### config.mk
export PLATFORM = sky130hd
export DESIGN_NAME = core_clk_gov
export DESIGN_NICKNAME = d
export VERILOG_FILES = /design/src/rtl/ckdiv_pkg.sv /design/src/rtl/ckdiv_wake.sv /design/src/rtl/ckdiv_fsm.sv /design/src/rtl/ckdiv_count.sv /design/src/rtl/core_clk_gov.sv
export SDC_FILE = /design/constraint.sdc
export NUM_CORES = 1
export LEC_CHECK = 0
export ABC_CLOCK_PERIOD_IN_PS = 1900
export BUFFER_PORTS_ARGS = -buffer_cell sky130_fd_sc_hd__buf_4
export CAP_MARGIN = 5
export CORE_MARGIN = 10
export CORE_UTILIZATION = 25
export DETAILED_ROUTE_END_ITERATION = 8
export PLACE_DENSITY = 0.43
export SLEW_MARGIN = 10
export SYNTH_ARGS = -nofsm -noshare
export SYNTH_HDL_FRONTEND = slang
export SYNTH_HIERARCHICAL = 1
export SYNTH_SLANG_ARGS = --single-unit
### constraint.sdc
create_clock -name clk -period 1.9 [get_ports clk]
set_input_delay 0.38 -clock clk [delete_from_list [all_inputs] [get_ports clk]]
set_output_delay 0.38 -clock clk [all_outputs]
set_load 0.05 [all_outputs]
### src/rtl/ckdiv_pkg.sv
package ckdiv_pkg;
    typedef enum logic [1:0] {
        ST_FULL    = 2'd0,
        ST_PMM_DIV = 2'd1,
        ST_PMM_LF  = 2'd2
    } ckdiv_state_e;

    localparam logic [1:0] CD_LF = 2'b11;
endpackage

### src/rtl/ckdiv_wake.sv
module ckdiv_wake #(
    parameter int N_EVT = 12
) (
    input  logic             swb_en,
    input  logic [N_EVT-1:0] evt,
    output logic             wake
);
    logic [N_EVT-1:0] seen;

    // Per-line gating by the arm bit, then an OR reduction.
    for (genvar g = 0; g < N_EVT; g++) begin : g_line
        assign seen[g] = evt[g] & swb_en;
    end

    assign wake = |seen;
endmodule

### src/rtl/ckdiv_fsm.sv
module ckdiv_fsm
    import ckdiv_pkg::*;
(
    input  logic         clk,
    input  logic         rst_n,
    input  logic         cfg_wr,
    input  logic         cfg_pmme,
    input  logic [1:0]   cfg_cd,
    input  logic         wake,
    input  logic         swb_en,
    input  logic         dsp_active,
    output ckdiv_state_e state,
    output logic [1:0]   cd,
    output logic [1:0]   shadow_cd,
    output logic         flag,
    output logic         load,
    output logic         hf_osc_en
);
    ckdiv_state_e state_q, state_d;
    logic [1:0]   cd_q, cd_d, shd_q, shd_d;
    logic         flag_q, flag_d;

    // Next-state logic; a software write outranks a wake event.
    always_comb begin
        state_d = state_q;
        cd_d    = cd_q;
        shd_d   = shd_q;
        flag_d  = flag_q;
        load    = 1'b0;
        if (cfg_wr) begin
            load   = 1'b1;
            flag_d = 1'b0;
            cd_d   = cfg_cd;
            if (cfg_pmme) begin
                state_d = (cfg_cd == CD_LF) ? ST_PMM_LF : ST_PMM_DIV;
                if (state_q == ST_FULL) begin
                    shd_d = cd_q;
                end
            end else begin
                state_d = ST_FULL;
            end
        end else begin
            unique case (state_q)
                ST_FULL: begin
                end
                ST_PMM_DIV, ST_PMM_LF: begin
                    if (wake) begin
                        state_d = ST_FULL;
                        cd_d    = shd_q;
                        flag_d  = 1'b1;
                        load    = 1'b1;
                    end
                end
                default: state_d = ST_FULL;
            endcase
        end
    end

    // State register.
    always_ff @(posedge clk or negedge rst_n) begin
        if (!rst_n) begin
            state_q <= ST_FULL;
            cd_q    <= 2'b00;
            shd_q   <= 2'b00;
            flag_q  <= 1'b0;
        end else begin
            state_q <= state_d;
            cd_q    <= cd_d;
            shd_q   <= shd_d;
            flag_q  <= flag_d;
        end
    end

    // Outputs.
    always_comb begin
        state     = state_q;
        cd        = cd_q;
        shadow_cd = shd_q;
        flag      = flag_q;
        hf_osc_en = (state_q != ST_PMM_LF) | swb_en | dsp_active;
    end
endmodule

### src/rtl/ckdiv_count.sv
module ckdiv_count #(
    parameter int CNT_W = 8
) (
    input  logic             clk,
    input  logic             rst_n,
    input  logic             load,
    input  logic             lf_mode,
    input  logic             lf_tick,
    input  logic [CNT_W-1:0] term,
    output logic             ce
);
    logic [CNT_W-1:0] cnt_q;

    always_ff @(posedge clk or negedge rst_n) begin
        if (!rst_n) begin
            cnt_q <= '0;
        end else if (load || lf_mode || cnt_q >= term) begin
            cnt_q <= '0;
        end else begin
            cnt_q <= cnt_q + 1'b1;
        end
    end

    assign ce = lf_mode ? lf_tick : (cnt_q == term);
endmodule

### src/rtl/core_clk_gov.sv
module core_clk_gov
    import ckdiv_pkg::*;
#(
    parameter int N_EVT = 12,
    parameter int CNT_W = 8
) (
    input  logic             clk,
    input  logic             rst_n,
    input  logic             lf_tick,
    input  logic             cfg_wr,
    input  logic             cfg_pmme,
    input  logic [1:0]       cfg_cd,
    input  logic             swb_en,
    input  logic [N_EVT-1:0] evt,
    input  logic             dsp_active,
    output logic             core_ce,
    output logic             hf_osc_en,
    output logic             pmm_active,
    output logic [1:0]       cur_cd,
    output logic             swb_flag
);
    localparam logic [CNT_W-1:0] TERM_PMM = {CNT_W{1'b1}};
    localparam logic [CNT_W-1:0] ONE      = {{(CNT_W-1){1'b0}}, 1'b1};

    ckdiv_state_e     state;
    logic [1:0]       shadow_cd;
    logic             wake, load;
    logic [CNT_W-1:0] term;

    ckdiv_wake #(.N_EVT(N_EVT)) u_wake (
        .swb_en (swb_en),
        .evt    (evt),
        .wake   (wake)
    );

    ckdiv_fsm u_fsm (
        .clk        (clk),
        .rst_n      (rst_n),
        .cfg_wr     (cfg_wr),
        .cfg_pmme   (cfg_pmme),
        .cfg_cd     (cfg_cd),
        .wake       (wake),
        .swb_en     (swb_en),
        .dsp_active (dsp_active),
        .state      (state),
        .cd         (cur_cd),
        .shadow_cd  (shadow_cd),
        .flag       (swb_flag),
        .load       (load),
        .hf_osc_en  (hf_osc_en)
    );

    // Terminal count: (2^code)-1 at full speed, all ones in the divided low-power state.
    always_comb begin
        if (state == ST_FULL) begin
            term = (ONE << cur_cd) - ONE;
        end else begin
            term = TERM_PMM;
        end
    end

    ckdiv_count #(.CNT_W(CNT_W)) u_cnt (
        .clk     (clk),
        .rst_n   (rst_n),
        .load    (load),
        .lf_mode (state == ST_PMM_LF),
        .lf_tick (lf_tick),
        .term    (term),
        .ce      (core_ce)
    );

    assign pmm_active = (state != ST_FULL);
endmodule

==> qor.csv, run 1 <==
metric,value,unit
status,finished with violations,
violations,negative setup slack,
p_per_area,758,nW/µm²
synthSimpleGateAreaFrac,19.1,%
synth_compound_area_share,15.9,%
routabilityCongestion,0.726,
initial_utilization,26.0,%
path_max_fanout,2,
grt_max_degree,16,
hold_class,in2reg,
grt_overflow,0,
crit_required,1.52,ns
vias,905,
max_freq,0.424,GHz
synth_nets,136,
final_cell_mix,"buf_4 (43), dfrtp_1 (13), inv_1 (12)",
htree_levels,1,
syn-cell-area,1050,µm²
dp_hpwl,2180,µm
synth_top_family_by_area,simple AND/OR/NAND/NOR gates,
syn_to_final_growth,54.8,%
synth-seq-cells,15,
antenna_found_initial,0,
row_count,23,
tightest_slew,0.446,ns
finalSetupViolations,9,
drt-wirelength-per-cell,13.0,µm
synth_mux_area_share,4.78,%
final_common_cell,buf_4,
dieArea,7170,µm²
ys_warn_count,6,
stdcell_area,1620,µm²
power.leakage,0.764,nW
drc,0,
place_ws,-0.281,ns
syn_area_per_cell,10.1,µm²
netlist_instances,104,
vias_per_cell,4.41,
crit_arrival,1.98,ns
drive_gt1_share,50.3,%
grt_pass1_wl,4760,µm
crit_path_top_delay_cell,or4_4,
clk_path_buf_depth,2,
insertion_delay,0.24,ns
max-slew-margin-rel,70.2,%
num-nets-final,188,
synth_fa_ha_area_share,13.2,%
fin_tns_setup,-3.71,ns
ant_nets,0,
die_h,84.7,µm
core,4030,µm²
ys_seq_area_share,35.9,%
place_area,1420,µm²
cp-start-kind,flip-flop,
final_hold_viol_count,0,
antennaDiodeCount,0,
dr.first_iter.drc_count,62,
io_buffer_count,26,
period_needed,2.36,ns
fin_ws,-0.461,ns
cts_buffers,3,
wirelength,2670,µm
clock_skew,0.00521,ns
pin_count,27,
drv_cap,0,
crit_chain,or4_4 -> ha_4 -> nand4_1 -> o31ai_4 -> buf_6,
rsz0062_at_grt,yes,
ir_drop,0.254,mV
clk_pin_slew,0.06,ns
first_pass_iters,2,
cts_tree,yes,
grt_usage,7.79,%
cts-root-buf,clkbuf_8,
ys_types,31,
slew_viol_final,0,
finalCritPeriodShare,124,%
grt_pass1_vias,948,
chipWidth,84.7,µm
endpoint_kind,primary output,
cts.sinks,15,
max_stage_delay,0.52,ns
critPathKind,reg2out,
yosys.area_share.xor_xnor,5.02,%
## critical path: cells and delay by family (launching register included)
family	cells	cell delay, ns
buf+inv	1	0.19
compound gates	1	0.21
simple gates	2	0.66
flops	1	0.40
fa+ha+maj	1	0.28
## cells by family (layout without fill, tap and decap cells)
kind of cell             Yosys count  count (layout)
flip-flops                        15              15
multiplexers                       4               4
adder cells (fa/ha/maj)           11              11
AND/OR/NAND/NOR                   37              37
AO/OA/AOI/OAI                     16              16
XOR/XNOR                           6               6
buffers and inverters             15              66
## final cells by class
class / instances / area [µm²]
clock buffers: 4 / 45.0
fillers: 414 / 2410
inverters: 14 / 52.6
multi-input cells: 74 / 703
flip-flops and latches: 15 / 378
well taps: 50 / 62.6
repair buffers: 48 / 378
## metal layers
metal / track usage [%] / vias up / share of wire (%)
met4: 1.80 / 0 / 0.52
met2: 12.1 / 21 / 46
met5: 0 / - / 0
met1: 10.3 / 419 / 47
li1: - / 463 / -
met3: 2.22 / 2 / 5.8
## Yosys cell counts
master | number | area, µm²
a2111oi_4 | 2 | 55.1
a211o_2 | 1 | 10.0
a21oi_1 | 3 | 15.0
a21oi_2 | 1 | 8.76
a31oi_1 | 1 | 6.26
and3_1 | 2 | 12.5
buf_6 | 1 | 11.3
dfrtp_1 | 15 | 375
ha_1 | 11 | 138
inv_1 | 14 | 52.6
mux2_4 | 2 | 30.0
mux2i_1 | 2 | 20.0
nand2_1 | 7 | 26.3
nand2b_4 | 1 | 13.8
nand3_1 | 6 | 30.0
nand3_4 | 1 | 17.5
nand4_1 | 2 | 12.5
nor2_1 | 11 | 41.3
nor2b_1 | 1 | 6.26
nor4_1 | 3 | 18.8
o21a_1 | 1 | 7.51
o21a_2 | 1 | 8.76
o21ai_0 | 2 | 10.0
o31ai_1 | 2 | 15.0
o31ai_4 | 1 | 21.3
o32ai_1 | 1 | 8.76
or2_2 | 1 | 6.26
or3_2 | 1 | 7.51
or4_1 | 1 | 7.51
xnor2_1 | 1 | 8.76
xor2_1 | 5 | 43.8
## timing repair
action / CTS / global route
endpoints found under the setup margin: 9 / 9
endpoints found under the hold margin: 15 / 0
hold buffers: 1 / 0
pin swaps: 5 / 3
resized for setup: 10 / 14
buffers inserted: 4 / 2
## sequential cells by signal, summed over array words and instances (netlist names)
register / count
u_fsm/flag: 1
u_cnt/cnt_q: 8
u_fsm/cd: 2
u_fsm/shadow_cd: 2
u_fsm/state: 2
## where the power goes
group / switching [mW] / total [mW] / internal, mW / leakage (nW)
registers: 0.0258 / 0.388 / 0.362 / 0.197
clock network: 0.107 / 0.255 / 0.148 / 0.0228
logic: 0.280 / 0.584 / 0.304 / 0.544
## stage by stage
stage               hold slack (ns)  cells  util (%)  total power, mW
global placement              0.248    194      35.3            0.880
finish                        0.398    205      40.2             1.23
floorplan                    0.0844    104         -            0.705
global route                  0.402    205      40.2             1.32
detailed placement            0.249    194      35.3            0.886
CTS                           0.388    203      38.3             1.19
## worst paths after layout
check,start,end,slack [ns],cells past startpoint
hold / removal,cfg_wr,u_fsm/flag$_DFFE_PN0P_,0.40,2
hold reg to reg,u_fsm/flag$_DFFE_PN0P_,u_fsm/flag$_DFFE_PN0P_,0.51,2
min in group asynchronous,rst_n,u_cnt/cnt_q[0]$_DFF_PN0_,0.53,2
setup reg to reg,u_fsm/cd[0]$_DFFE_PN0P_,u_cnt/cnt_q[1]$_DFF_PN0_,-0.44,9
max in group asynchronous,rst_n,u_fsm/cd[1]$_DFFE_PN0P_,1.18,2
setup / recovery,u_fsm/cd[0]$_DFFE_PN0P_,core_ce,-0.46,5
Note: power is estimated with default switching activity, not from simulation.
==> run 2: changes to the inputs <==
ABC_AREA = 1   (was not set)
==> run 2 against run 1 <==
The run still ends with negative setup slack left. Combinational power shrank 28%. Critical path depth grew 4. Non-clock buffer count shrank 12. Via count grew 21%. Synthesized cell count grew 62%. First-iteration DRC count shrank 39%. Register-to-register slack gained 0.57 ns. Hold slack lost 0.064 ns. Sequential power shrank 3%. Core utilization shrank 2.2 points. Setup slack gained 0.23 ns. Largest power group unchanged. Highest routed layer unchanged.
==> qor.csv, run 2 <==
metric,value,unit,change
status,finished with violations,,
violations,negative setup slack,,
cts_tree,yes,,
regMostFlops,u_cnt/cnt_q,,
cp-start-kind,flip-flop,,
clk_pin_slew,0.06,ns,about the same
crit_chain,nor2_4 -> clkinvlp_4 -> inv_2 -> ha_4 -> nand2_4 -> nor2_4 -> nand2_2 -> o21ai_4 -> buf_8,,
dr.first_iter.drc_count,38,,-39%
crit_required,1.52,ns,about the same
netlist_top_cells_count,"nand2_1 (60), inv_1 (29), nor2_1 (19)",,
hold_class,in2reg,,
finalCritPeriodShare,112,%,-12 points
netlist_instances,168,,+62%
crit_arrival,1.75,ns,-0.23 ns
period_needed,2.13,ns,-0.228 ns
drc,0,,unchanged
largest_register_ff_count,8,,unchanged
max_stage_delay,0.40,ns,-0.12 ns
fill_cells,484,,+17%
async_flop_share,100,%,unchanged
slew_viol_final,0,,unchanged
drive_gt1_share,37.2,%,-13 points
chipWidth,87.7,µm,+3.6%
drt-wirelength-per-cell,10.8,µm,-17%
ys_seq_area_share,32.8,%,-3.1 points
syn_area_per_cell,6.82,µm²,-32%
grt_max_degree,16,,unchanged
num-nets-final,240,,+28%
placed_cells,252,,+30%
grt_pass1_wl,4460,µm,-6.4%
rsz0062_at_grt,yes,,
grt_pass1_vias,1037,,+9.4%
power.total,1.05,mW,-14%
yosys.area.top_type,dfrtp_1,,
vias,1095,,+21%
p_per_area,632,nW/µm²,-17%
ir_drop,0.340,mV,+34%
cts-root-buf,clkbuf_8,,
die_h,87.7,µm,+3.6%
dieArea,7690,µm²,+7.3%
timing.hold.ws,0.334,ns,-0.0642 ns
synth-seq-cells,15,,unchanged
ys.flop_type,dfrtp_1,,
wirelength,2790,µm,+4.5%
final_cell_count_no_fill,259,,+26%
cts_buffers,3,,unchanged
dp_hpwl,2260,µm,+3.7%
clock_skew,0.00130,ns,-0.00391 ns
grt_usage,7.13,%,-0.66 points
place_area,1490,µm²,+4.7%
synth_nets,200,,+47%
final_cell_mix,"nand2_1 (54), buf_4 (34), inv_1 (23)",,
first_pass_iters,4,,+2
synth_edf_count,0,,unchanged
endpoint_kind,primary output,,
crit_family,buffers and inverters,,
yosys-top-cells-area,"dfrtp_1 (33%), nand2_1 (20%), ha_1 (12%), inv_1 (9.5%), nor2_1 (6.2%)",,
final_common_cell,nand2_1,,
syn_to_final_growth,45.3,%,
cts.sinks,15,,unchanged
synth.top_cell.area_share,32.8,%,-3.1 points
syn-cell-area,1150,µm²,+9.6%
antenna_found_initial,0,,unchanged
path_common_cell,nor2_4,,
grt_overflow,0,,unchanged
critPathKind,reg2out,,
fin_ws,-0.233,ns,+0.228 ns
clk_path_buf_depth,2,,unchanged
finalSetupViolations,1,,-8
ys_warn_count,6,,unchanged
core,4380,µm²,+8.8%
initial_utilization,26.1,%,+0.18 points
antennaDiodeCount,0,,unchanged
critPathBufInv,3,,+2
tightest_slew,0.379,ns,-0.0664 ns
place_ws,-0.0900,ns,+0.191 ns
path_max_fanout,6,,+4
crit_path_top_delay_cell,dfrtp_1,,
drv_cap,0,,unchanged
pin_count,27,,unchanged
power.leakage,0.851,nW,+11%
ant_nets,0,,unchanged
htree_levels,1,,unchanged
vias_per_cell,4.23,,-4.2%
max-slew-margin-rel,74.6,%,+4.4 points
row_count,24,,+4.3%
synth_most_common_cell,nand2_1,,
routabilityCongestion,0.751,,+3.5%
insertion_delay,0.24,ns,about the same
final_hold_viol_count,0,,unchanged
io_buffer_count,26,,unchanged
stdcell_area,1670,µm²,+2.9%
max_freq,0.469,GHz,+11%
ys_types,24,,-23%
==> run 2: cell families (layout without fill, tap and decap cells) <==
family                     count (synthesis)  count (layout)  share of synthesized area (%)
and+or+nand+nor                           97              97                           36.6
buffers and inverters                     32              71                           11.1
DFF                                       15              15                           32.8
adders and majority gates                 11              11                           12.0
AOI/OAI and AO/OA                         11              11                           6.00
xor gates and xnor gates                   2               2                           1.53
==> run 2: what timing repair did <==
action / CTS / global route
setup buffers: 1 / 1
endpoints found under the hold margin: 15 / 0
hold buffers: 1 / 0
pin swaps: 5 / 4
resized for setup: 3 / 20
endpoints found under the setup margin: 1 / 10
==> run 2: final cells by class <==
class | count | area (µm²) | share of cell area, %
timing repair buffer | 36 | 280 | 16.8
clock buffer | 4 | 45.0 | 2.70
inverter | 31 | 120 | 7.21
multi-input combinational | 121 | 779 | 46.8
tap | 52 | 65.1 | 3.91
sequential | 15 | 375 | 22.5
==> run 2: power by group <==
part / internal [mW] / total, mW / switching, mW / leakage (nW)
Combinational: 0.177 / 0.422 / 0.246 / 0.627
Sequential: 0.351 / 0.375 / 0.0242 / 0.201
Clock: 0.148 / 0.256 / 0.107 / 0.0228
==> run 2: worst reg2reg max path: stages (launching register included) <==
cell and delay, ns:
dfrtp_1 0.40, nor2_4 0.16, clkinvlp_4 0.18, inv_2 0.08, ha_1 0.24, nand2_2 0.10, nor2_4 0.04, nand2_2 0.08
nand2_1 0.07, nor2_2 0.15, nand2_4 0.11, nor2_1 0.10
==> run 2: through the flow <==
step           setup TNS (ns)  util, %
5_1_grt                -0.573     38.0
4_1_cts                -0.294     35.5
3_3_place_gp          -0.0350     33.9
6_report               -0.233     38.0
2_1_floorplan          -0.224        -
3_5_place_dp          -0.0900     33.9
==> run 2: metal layers <==
layer | share of wire (%) | vias up | GRT usage (%)
met5 | 0 | - | 0
met4 | 1.6 | 0 | 3.48
met2 | 48 | 16 | 11.8
met1 | 46 | 487 | 8.25
li1 | - | 588 | -
met3 | 4.6 | 4 | 2.04
==> run 2: path summary, 6_finish.rpt <==
path                                           startpoint                             end  slack [ns]  cells past startpoint
max reg2reg                    u_fsm/state[0]$_DFFE_PN0P_        u_cnt/cnt_q[0]$_DFF_PN0_        0.13                     11
min                                                cfg_wr          u_fsm/flag$_DFFE_PN0P_        0.33                      2
max in group asynchronous                           rst_n        u_cnt/cnt_q[6]$_DFF_PN0_        1.20                      2
min reg2reg                u_fsm/shadow_cd[1]$_DFFE_PN0P_  u_fsm/shadow_cd[1]$_DFFE_PN0P_        0.49                      2
min in group asynchronous                           rst_n  u_fsm/shadow_cd[1]$_DFFE_PN0P_        0.53                      2
max                            u_fsm/state[0]$_DFFE_PN0P_                         core_ce       -0.23                      9
==> run 3: changes to the inputs <==
ABC_AREA = not set   (was 1)
CTS_BUF_LIST = sky130_fd_sc_hd__clkbuf_8   (was not set)
==> run 3 against run 2 <==
The flow still finishes with violations (negative setup slack). Critical path depth decreased by 4. Combinational power increased by 38%. Routed wire length decreased by 4.4%. Maximum frequency decreased by 9.6%. Critical endpoint unchanged. Cell count decreased by 21%. First-iteration DRC count increased by 68%. Largest power group unchanged.
==> qor.csv, run 3 (synthesis gave the netlist of run 1 again) <==
metric,value,unit,change
first_pass_iters,7,,+3
dr.first_iter.drc_count,64,,+68%
slew_viol_final,0,,unchanged
period_needed,2.36,ns,+0.226 ns
initial_utilization,26.0,%,-0.18 points
ir_drop,0.254,mV,-25%
die_h,84.7,µm,-3.4%
dp_hpwl,2180,µm,-3.6%
drv_cap,0,,unchanged
grt_overflow,0,,unchanged
cts_tree,yes,,
grt_usage,7.79,%,+0.66 points
grt_pass1_vias,948,,-8.6%
clk_path_buf_depth,2,,unchanged
cts_buffers,3,,unchanged
routabilityCongestion,0.726,,-3.4%
critPathKind,reg2out,,
crit_required,1.52,ns,about the same
drive_gt1_share,50.3,%,+13 points
max-slew-margin-rel,69.9,%,-4.7 points
tightest_slew,0.450,ns,+0.0711 ns
finalSetupViolations,9,,+8
crit_chain,or4_4 -> ha_4 -> nand4_1 -> o31ai_4 -> buf_6,,
p_per_area,754,nW/µm²,+19%
fin_ws,-0.459,ns,-0.226 ns
endpoint_kind,primary output,,
power.leakage,0.768,nW,-9.7%
max_stage_delay,0.52,ns,+0.12 ns
timing.hold.ws,0.397,ns,+0.0638 ns
final_common_cell,buf_4,,
final_hold_viol_count,0,,unchanged
dieArea,7170,µm²,-6.8%
vias_per_cell,4.42,,+4.5%
drc,0,,unchanged
syn_to_final_growth,54.8,%,
largest_register_ff_count,8,,unchanged
chipWidth,84.7,µm,-3.4%
crit_arrival,1.98,ns,+0.23 ns
row_count,23,,-4.2%
regMostFlops,u_cnt/cnt_q,,
grt_max_degree,16,,unchanged
status,finished with violations,,
cts-root-buf,clkbuf_8,,
hold_class,in2reg,,
antenna_found_initial,0,,unchanged
clock_skew,0.00523,ns,+0.00393 ns
cts.sinks,15,,unchanged
crit_path_top_delay_cell,or4_4,,
drt-wirelength-per-cell,13.0,µm,+21%
wirelength,2670,µm,-4.4%
insertion_delay,0.24,ns,about the same
clk_pin_slew,0.06,ns,about the same
crit_family,simple AND/OR/NAND/NOR gates,,
max_freq,0.424,GHz,-9.6%
violations,negative setup slack,,
cp-start-kind,flip-flop,,
ant_nets,0,,unchanged
finalCritPeriodShare,124,%,+12 points
final_cell_mix,"buf_4 (43), inv_1 (13), dfrtp_1 (13)",,
num-nets-final,188,,-22%
antennaDiodeCount,0,,unchanged
rsz0062_at_grt,yes,,
grt_pass1_wl,4760,µm,+6.8%
vias,906,,-17%
io_buffer_count,26,,unchanged
path_max_fanout,2,,-4
power.total,1.22,mW,+16%
pin_count,27,,unchanged
place_ws,-0.281,ns,-0.191 ns
critPathBufInv,1,,-2
core,4030,µm²,-8.1%
htree_levels,1,,unchanged
[run 3: final cells by class]
| cell class | count | area [µm²] |
|---|---|---|
| multi-input combinational | 74 | 703 |
| inverter | 14 | 52.6 |
| fill | 414 | 2410 |
| clock inverter | 1 | 3.75 |
| sequential | 15 | 378 |
| tap | 50 | 62.6 |
| clock buffer | 3 | 41.3 |
| timing repair buffer | 48 | 378 |
[run 3: metal layers]
metal | wire (µm) | vias to the layer above | track usage (%)
met3 | 152 | 2 | 2.22
li1 | - | 464 | -
met4 | 14 | 0 | 1.80
met1 | 1270 | 421 | 10.3
met2 | 1220 | 19 | 12.1
met5 | 0 | - | 0
[run 3: worst paths after layout]
path | start | end | slack [ns] | cells past startpoint
setup / recovery | u_fsm/cd[0]$_DFFE_PN0P_ | core_ce | -0.46 | 5
hold / removal | cfg_wr | u_fsm/flag$_DFFE_PN0P_ | 0.40 | 2
setup reg to reg | u_fsm/cd[0]$_DFFE_PN0P_ | u_cnt/cnt_q[1]$_DFF_PN0_ | -0.44 | 9
hold reg to reg | u_fsm/flag$_DFFE_PN0P_ | u_fsm/flag$_DFFE_PN0P_ | 0.51 | 2
max in group asynchronous | rst_n | u_fsm/cd[1]$_DFFE_PN0P_ | 1.18 | 2
min in group asynchronous | rst_n | u_cnt/cnt_q[0]$_DFF_PN0_ | 0.53 | 2
[run 3: repair_timing]
item                                    4_1_cts  5_1_grt
hold buffers                                  1        0
endpoints found under the hold margin        15        0
setup buffers                                 4        2
pin swaps                                     5        3
resized for setup                            10       14
endpoints found under the setup margin        9        9
gates cloned                                  0        0
[run 3: report_power, final]
group,total (mW),switching [mW],internal [mW]
clock,0.250,0.107,0.143
sequential,0.388,0.0256,0.362
combinational,0.583,0.279,0.304
total,1.22,0.412,0.809
[run 3: per-stage QoR]
| step | cells | instance area [µm²] | utilization (%) | setup TNS, ns |
|---|---|---|---|---|
| after floorplan | 104 | 1060 | - | -2.35 |
| after global placement | 194 | 1420 | 35.3 | -1.87 |
| after detailed placement | 194 | 1420 | 35.3 | -2.30 |
| after CTS | 203 | 1540 | 38.3 | -2.88 |
| after global routing | 205 | 1620 | 40.2 | -4.42 |
| final | 205 | 1620 | 40.2 | -3.71 |
